--- src/rtl/cw_pkg.sv ---
package cw_pkg;
    localparam int CFG_AW = 12;

    localparam logic [CFG_AW-1:0] STD_HEAD_LOC = 12'h034;
    localparam logic [CFG_AW-1:0] EXT_HEAD_LOC = 12'h100;
    localparam logic [CFG_AW-1:0] STD_FLOOR    = 12'h040;
    localparam logic [CFG_AW-1:0] EXT_FLOOR    = 12'h100;

    typedef enum logic [1:0] {
        S_IDLE,
        S_REQ,
        S_WAIT
    } walk_state_e;

    typedef struct packed {
        walk_state_e       st;
        logic              ext;
        logic [15:0]       id;
        logic [CFG_AW-1:0] addr;
        logic              head;
        logic              first;
        logic              done;
        logic              found;
        logic              err;
        logic [CFG_AW-1:0] off;
    } walk_regs_t;
endpackage

--- src/rtl/cw_hdr_decode.sv ---
module cw_hdr_decode
    import cw_pkg::*;
(
    input  logic [31:0]       word,
    input  logic              is_ext,
    input  logic              is_head,
    output logic [15:0]       cap_id,
    output logic [CFG_AW-1:0] next_ptr,
    output logic              all_zero
);
    always_comb begin
        if (is_head) begin
            cap_id   = 16'h0000;
            next_ptr = {4'h0, word[7:2], 2'b00};
        end else if (is_ext) begin
            cap_id   = word[15:0];
            next_ptr = {word[31:22], 2'b00};
        end else begin
            cap_id   = {8'h00, word[7:0]};
            next_ptr = {4'h0, word[15:10], 2'b00};
        end
        all_zero = (word == 32'h0);
    end
endmodule

--- src/rtl/cw_step_guard.sv ---
module cw_step_guard #(
    parameter int STD_LIMIT = 48,
    parameter int EXT_LIMIT = 960
) (
    input  logic clk,
    input  logic rst_n,
    input  logic clear,
    input  logic advance,
    input  logic use_ext,
    output logic last
);
    localparam int CW = $clog2(EXT_LIMIT + 1);
    localparam logic [CW-1:0] STD_LAST = CW'(STD_LIMIT - 1);
    localparam logic [CW-1:0] EXT_LAST = CW'(EXT_LIMIT - 1);

    logic [CW-1:0] cnt_d, cnt_q;

    always_comb begin
        cnt_d = cnt_q;
        if (clear) begin
            cnt_d = '0;
        end else if (advance) begin
            cnt_d = cnt_q + 1'b1;
        end
        last = (cnt_q == (use_ext ? EXT_LAST : STD_LAST));
    end

    always_ff @(posedge clk) begin
        if (!rst_n) begin
            cnt_q <= '0;
        end else begin
            cnt_q <= cnt_d;
        end
    end
endmodule

--- src/rtl/cap_walker.sv ---
module cap_walker
    import cw_pkg::*;
#(
    parameter int STD_LIMIT = 48,
    parameter int EXT_LIMIT = 960
) (
    input  logic              clk,
    input  logic              rst_n,
    input  logic              cmd_start,
    input  logic              cmd_ext,
    input  logic [15:0]       cmd_id,
    output logic              rd_req,
    output logic [CFG_AW-1:0] rd_addr,
    input  logic              rd_valid,
    input  logic [31:0]       rd_data,
    output logic              done,
    output logic              found,
    output logic              error,
    output logic [CFG_AW-1:0] offset
);
    walk_regs_t d, q;

    logic [15:0]       hdr_id;
    logic [CFG_AW-1:0] hdr_next;
    logic              hdr_zero;
    logic              step_last;
    logic              step_clr;
    logic              step_adv;
    logic              fin;
    logic              fin_found;
    logic              fin_err;
    logic              id_hit;
    logic [CFG_AW-1:0] floor_v;

    cw_hdr_decode dec_i (
        .word     (rd_data),
        .is_ext   (q.ext),
        .is_head  (q.head),
        .cap_id   (hdr_id),
        .next_ptr (hdr_next),
        .all_zero (hdr_zero)
    );

    cw_step_guard #(
        .STD_LIMIT (STD_LIMIT),
        .EXT_LIMIT (EXT_LIMIT)
    ) guard_i (
        .clk     (clk),
        .rst_n   (rst_n),
        .clear   (step_clr),
        .advance (step_adv),
        .use_ext (q.ext),
        .last    (step_last)
    );

    always_comb begin
        d         = q;
        d.done    = 1'b0;
        step_clr  = 1'b0;
        step_adv  = 1'b0;
        fin       = 1'b0;
        fin_found = 1'b0;
        fin_err   = 1'b0;
        floor_v   = q.ext ? EXT_FLOOR : STD_FLOOR;
        id_hit    = q.ext ? (hdr_id == q.id) : (hdr_id[7:0] == q.id[7:0]);

        case (q.st)
            S_IDLE: begin
                if (cmd_start) begin
                    d.st     = S_REQ;
                    d.ext    = cmd_ext;
                    d.id     = cmd_id;
                    d.head   = !cmd_ext;
                    d.first  = cmd_ext;
                    d.addr   = cmd_ext ? EXT_HEAD_LOC : STD_HEAD_LOC;
                    step_clr = 1'b1;
                end
            end
            S_REQ: begin
                d.st = S_WAIT;
            end
            S_WAIT: begin
                if (rd_valid) begin
                    if (q.head) begin
                        if (hdr_next == '0) begin
                            fin = 1'b1;
                        end else if (hdr_next < floor_v) begin
                            fin     = 1'b1;
                            fin_err = 1'b1;
                        end else begin
                            d.st   = S_REQ;
                            d.addr = hdr_next;
                            d.head = 1'b0;
                        end
                    end else if (q.first && hdr_zero) begin
                        fin = 1'b1;
                    end else if (id_hit) begin
                        fin       = 1'b1;
                        fin_found = 1'b1;
                    end else if (hdr_next == '0) begin
                        fin = 1'b1;
                    end else if (hdr_next < floor_v || step_last) begin
                        fin     = 1'b1;
                        fin_err = 1'b1;
                    end else begin
                        d.st     = S_REQ;
                        d.addr   = hdr_next;
                        d.first  = 1'b0;
                        step_adv = 1'b1;
                    end
                end
            end
            default: d.st = S_IDLE;
        endcase

        if (fin) begin
            d.st    = S_IDLE;
            d.done  = 1'b1;
            d.found = fin_found;
            d.err   = fin_err;
            d.off   = fin_found ? q.addr : '0;
        end
    end

    always_ff @(posedge clk) begin
        if (!rst_n) begin
            q <= '{st: S_IDLE, default: '0};
        end else begin
            q <= d;
        end
    end

    assign rd_req  = (q.st == S_REQ);
    assign rd_addr = q.addr;
    assign done    = q.done;
    assign found   = q.found;
    assign error   = q.err;
    assign offset  = q.off;
endmodule

--- config.mk ---
export PLATFORM = sky130hd
export DESIGN_NAME = cap_walker
export DESIGN_NICKNAME = d
export VERILOG_FILES = /design/src/rtl/cw_pkg.sv /design/src/rtl/cw_hdr_decode.sv /design/src/rtl/cw_step_guard.sv /design/src/rtl/cap_walker.sv
export SDC_FILE = /design/constraint.sdc
export NUM_CORES = 1
export LEC_CHECK = 0
export BUFFER_PORTS_ARGS = -buffer_cell sky130_fd_sc_hd__buf_2
export CAP_MARGIN = 0
export CORE_MARGIN = 2
export CORE_UTILIZATION = 54
export CTS_CLUSTER_SIZE = 12
export DETAILED_ROUTE_END_ITERATION = 16
export GPL_TIMING_DRIVEN = 0
export PLACE_DENSITY = 0.8
export REMOVE_ABC_BUFFERS = 1
export SLEW_MARGIN = 5
export SYNTH_ARGS = -nofsm -noshare
export SYNTH_HDL_FRONTEND = slang
export SYNTH_SLANG_ARGS = --single-unit
--- constraint.sdc ---
create_clock -name clk -period 2.7 [get_ports clk]
set_input_delay 0.27 -clock clk [delete_from_list [all_inputs] [get_ports clk]]
set_output_delay 0.27 -clock clk [all_outputs]
set_load 0.02 [all_outputs]
==> flow_summary.json <==
{
  "cts.path.max_buffers": 2,
  "cts_tree": "done",
  "cts.clk_slew.worst_paths_ps": 100,
  "dp_hpwl_um": 5860,
  "max_freq_mhz": 391,
  "synth_flop_cell": "dfxtp_1",
  "syn_inst": 434,
  "insertion_delay_ps": 310,
  "setup_viol": 0,
  "worstPathMaxFanout": 19,
  "slew_headroom_pct": 47.7,
  "grt_pass1_vias": 2911,
  "status": "finished, final reports clean",
  "vdd_drop_max_mv": 0.347,
  "place.gp.congestion": 0.919,
  "start_util_pct": 56.4,
  "critical_path.slowest_cell": "or4_1",
  "path_class": "reg -> reg",
  "vias_per_cell": 5.78,
  "path_common_cell": "or4_1",
  "antenna_left": 0,
  "syn_area_um2": 3380,
  "slowest_delay_ps": 590,
  "drc": 0,
  "grt_antenna_before_repair": 0,
  "antenna_cells": 0,
  "cts_num_sinks": 54,
  "synth_seq_cells": 54,
  "core_area_um2": 5990,
  "tns_ps": 0,
  "synth.distinct_cells": 62,
  "yosysSeqAreaShare_pct": 32.0,
  "grt_overflow": 0,
  "fin_ws_ps": 141,
  "drt-initial-drc-count": 232,
  "final_cells": 552,
  "wl_um": 8040,
  "cp.arrival_ps": 2820,
  "grt_max_degree": 44,
  "rows": 28,
  "yosys_warnings": 0,
  "fill_cells": 532,
  "post-place-ws_ps": -931,
  "syn_avg_cell_area_um2": 7.79,
  "leakagePower_uw": 0.00149,
  "final_common_cell": "nand2_1",
  "wl_per_cell_um": 14.6,
  "powerDensity_nw_per_um2": 648,
  "worstPathRequired_ps": 2970,
  "fp.dieW_um": 83.1,
  "firstDrtPassIters": 4,
  "gr-usage-met3_pct": 4.47,
  "finalCritPeriodShare_pct": 94.8,
  "dpl_cell_area_um2": 3550,
  "die_area_um2": 6910,
  "cts_buffers": 5,
  "postCtsHoldBufs": 0,
  "grt_first_pass_wirelength_um": 13400,
  "grt_util_met1_pct": 30.4,
  "die_h_um": 83.1,
  "synth_edf_count": 0,
  "dp_cells": 543,
  "layout_common_cells": "nand2_1, buf_2, dfxtp_1",
  "skew_ps": 7.06,
  "path_buf_inv": 0,
  "cts_root_buffer": "clkbuf_8",
  "cap_violations": 0,
  "met2_usage_pct": 38.9,
  "min_period_ps": 2560,
  "slew_viol_final": 0,
  "crit_path_cell_trace": "nand2b_4, nor2_1, ha_1, a211o_2, o2111ai_4, or4_1, or4_1, nand2_1",
  "fin_nets": 531,
  "rsz0062_at_grt": "no",
  "port_buffers": 76,
  "multi_input_area_um2": 2030,
  "worstMarginPinSlew_ps": 785,
  "regArea_um2": 1090,
  "cp-start-kind": "register",
  "vias": 3189,
  "h-tree-depth": 2,
  "timing.hold.ws_ps": 190,
  "hold_viol": 0,
  "grt_use_total_pct": 23.1,
  "async_reset_ff_share_pct": 0,
  "fin_area_um2": 3720,
  "syn_to_final_growth_pct": 10.2,
  "io_pins": 81,
  "hold_path.class": "in -> reg",
  "gr-max-usage-layer": "met2",
  "drive_gt1_share_pct": 22.4,
  "cp_top_family": "simple AND/OR/NAND/NOR gates",
  "end_kind": "register"
}
-- worst register-to-register path: stages (launching register included) --
cell       delay, ps
dfxtp_4          470
nand2b_4         250
nor2_1            70
ha_1             270
a211o_2          180
o2111ai_4        200
or4_1            590
or4_1            410
nand2_1           70
-- logic make-up after synthesis --
logic type,after synthesis,share of synthesized area [%]
AOI/OAI and AO/OA,94,18.9
xor gates and xnor gates,8,2.07
adders and majority gates,2,0.740
buffers and inverters,50,9.74
DFF,54,32.0
muxes,19,5.74
other,1,0.111
and+or+nand+nor,206,30.7
-- cell type report --
cell class              instances  share of cell area, %
clock buffers                   5                   1.85
clock inverters                 3                   1.07
inverters                       5                  0.504
multi-input cells             333                   54.4
flip-flops and latches         54                   29.2
well taps                      75                   2.52
repair buffers                 77                   10.4
-- routing by layer --
metal	part of all wire, %	vias up
li1	-	1583
met1	47	1491
met5	0	-
met3	5.8	5
met4	0.96	0
met2	46	110
-- what timing repair did --
item | 4_1_cts | 5_1_grt
gates resized for setup | 6 | 5
pin swaps | 0 | 1
setup endpoints to repair | 37 | 9
setup buffers | 1 | 0
-- through the flow --
| step | utilization [%] | power, uW |
|---|---|---|
| final | 62.2 | 2420 |
| after global routing | 62.2 | 2550 |
| after CTS | 61.6 | 2400 |
| after detailed placement | 59.3 | 1850 |
| after global placement | 59.3 | 1820 |
| after floorplan | - | 1590 |
-- path summary, 6_finish.rpt --
path | startpoint | to | slack, ps | depth (start not counted)
worst max register to register | q[16] | guard_i.cnt_q[5] | 140 | 8
worst min-delay path | cmd_id[8] | q[37] | 190 | 3
worst max-delay path | q[16] | guard_i.cnt_q[5] | 140 | 8
worst min register to register | rd_addr[4] | offset[4] | 460 | 2
-- Yosys cell counts (all sizes together) (2+ instances only) --
library cell	n	area [um2]
or4b	2	20.0
mux2i	16	160
inv	5	18.8
nand2	100	375
clkbuf	11	41.3
or4bb	2	22.5
nand2b	11	76.3
a32oi	2	17.5
o32a	2	20.0
dfxtp	54	1080
nand4	5	31.3
o22a	2	17.5
a21oi	12	60.1
nor2	28	115
and2	4	25.0
or4	10	78.8
nor4	4	25.0
xnor2	2	17.5
nor3	8	45.0
o211ai	3	22.5
o21ai	36	191
nand3	11	55.1
xor2	6	52.6
nor3b	3	22.5
ha	2	25.0
o2111ai	2	23.8
and4	2	17.5
a32o	2	20.0
buf	34	269
and3	2	12.5
mux2	3	33.8
o31ai	6	45.0
nand3b	2	15.0
nor4bb	2	20.0
or3	6	42.5
a21boi	17	128
nand4bb	2	22.5
-- sequential cells by signal, indices dropped and copies added, names as in the netlist --
signal / count
guard_i.cnt_q: 10
error: 1
found: 1
offset: 10
q: 21
done: 1
rd_addr: 10
-- power breakdown --
part / switching [uW] / internal, uW
combinational: 556 / 325
clock: 270 / 273
sequential: 105 / 886
total: 931 / 1480
Power figures use the tool's default switching activity.
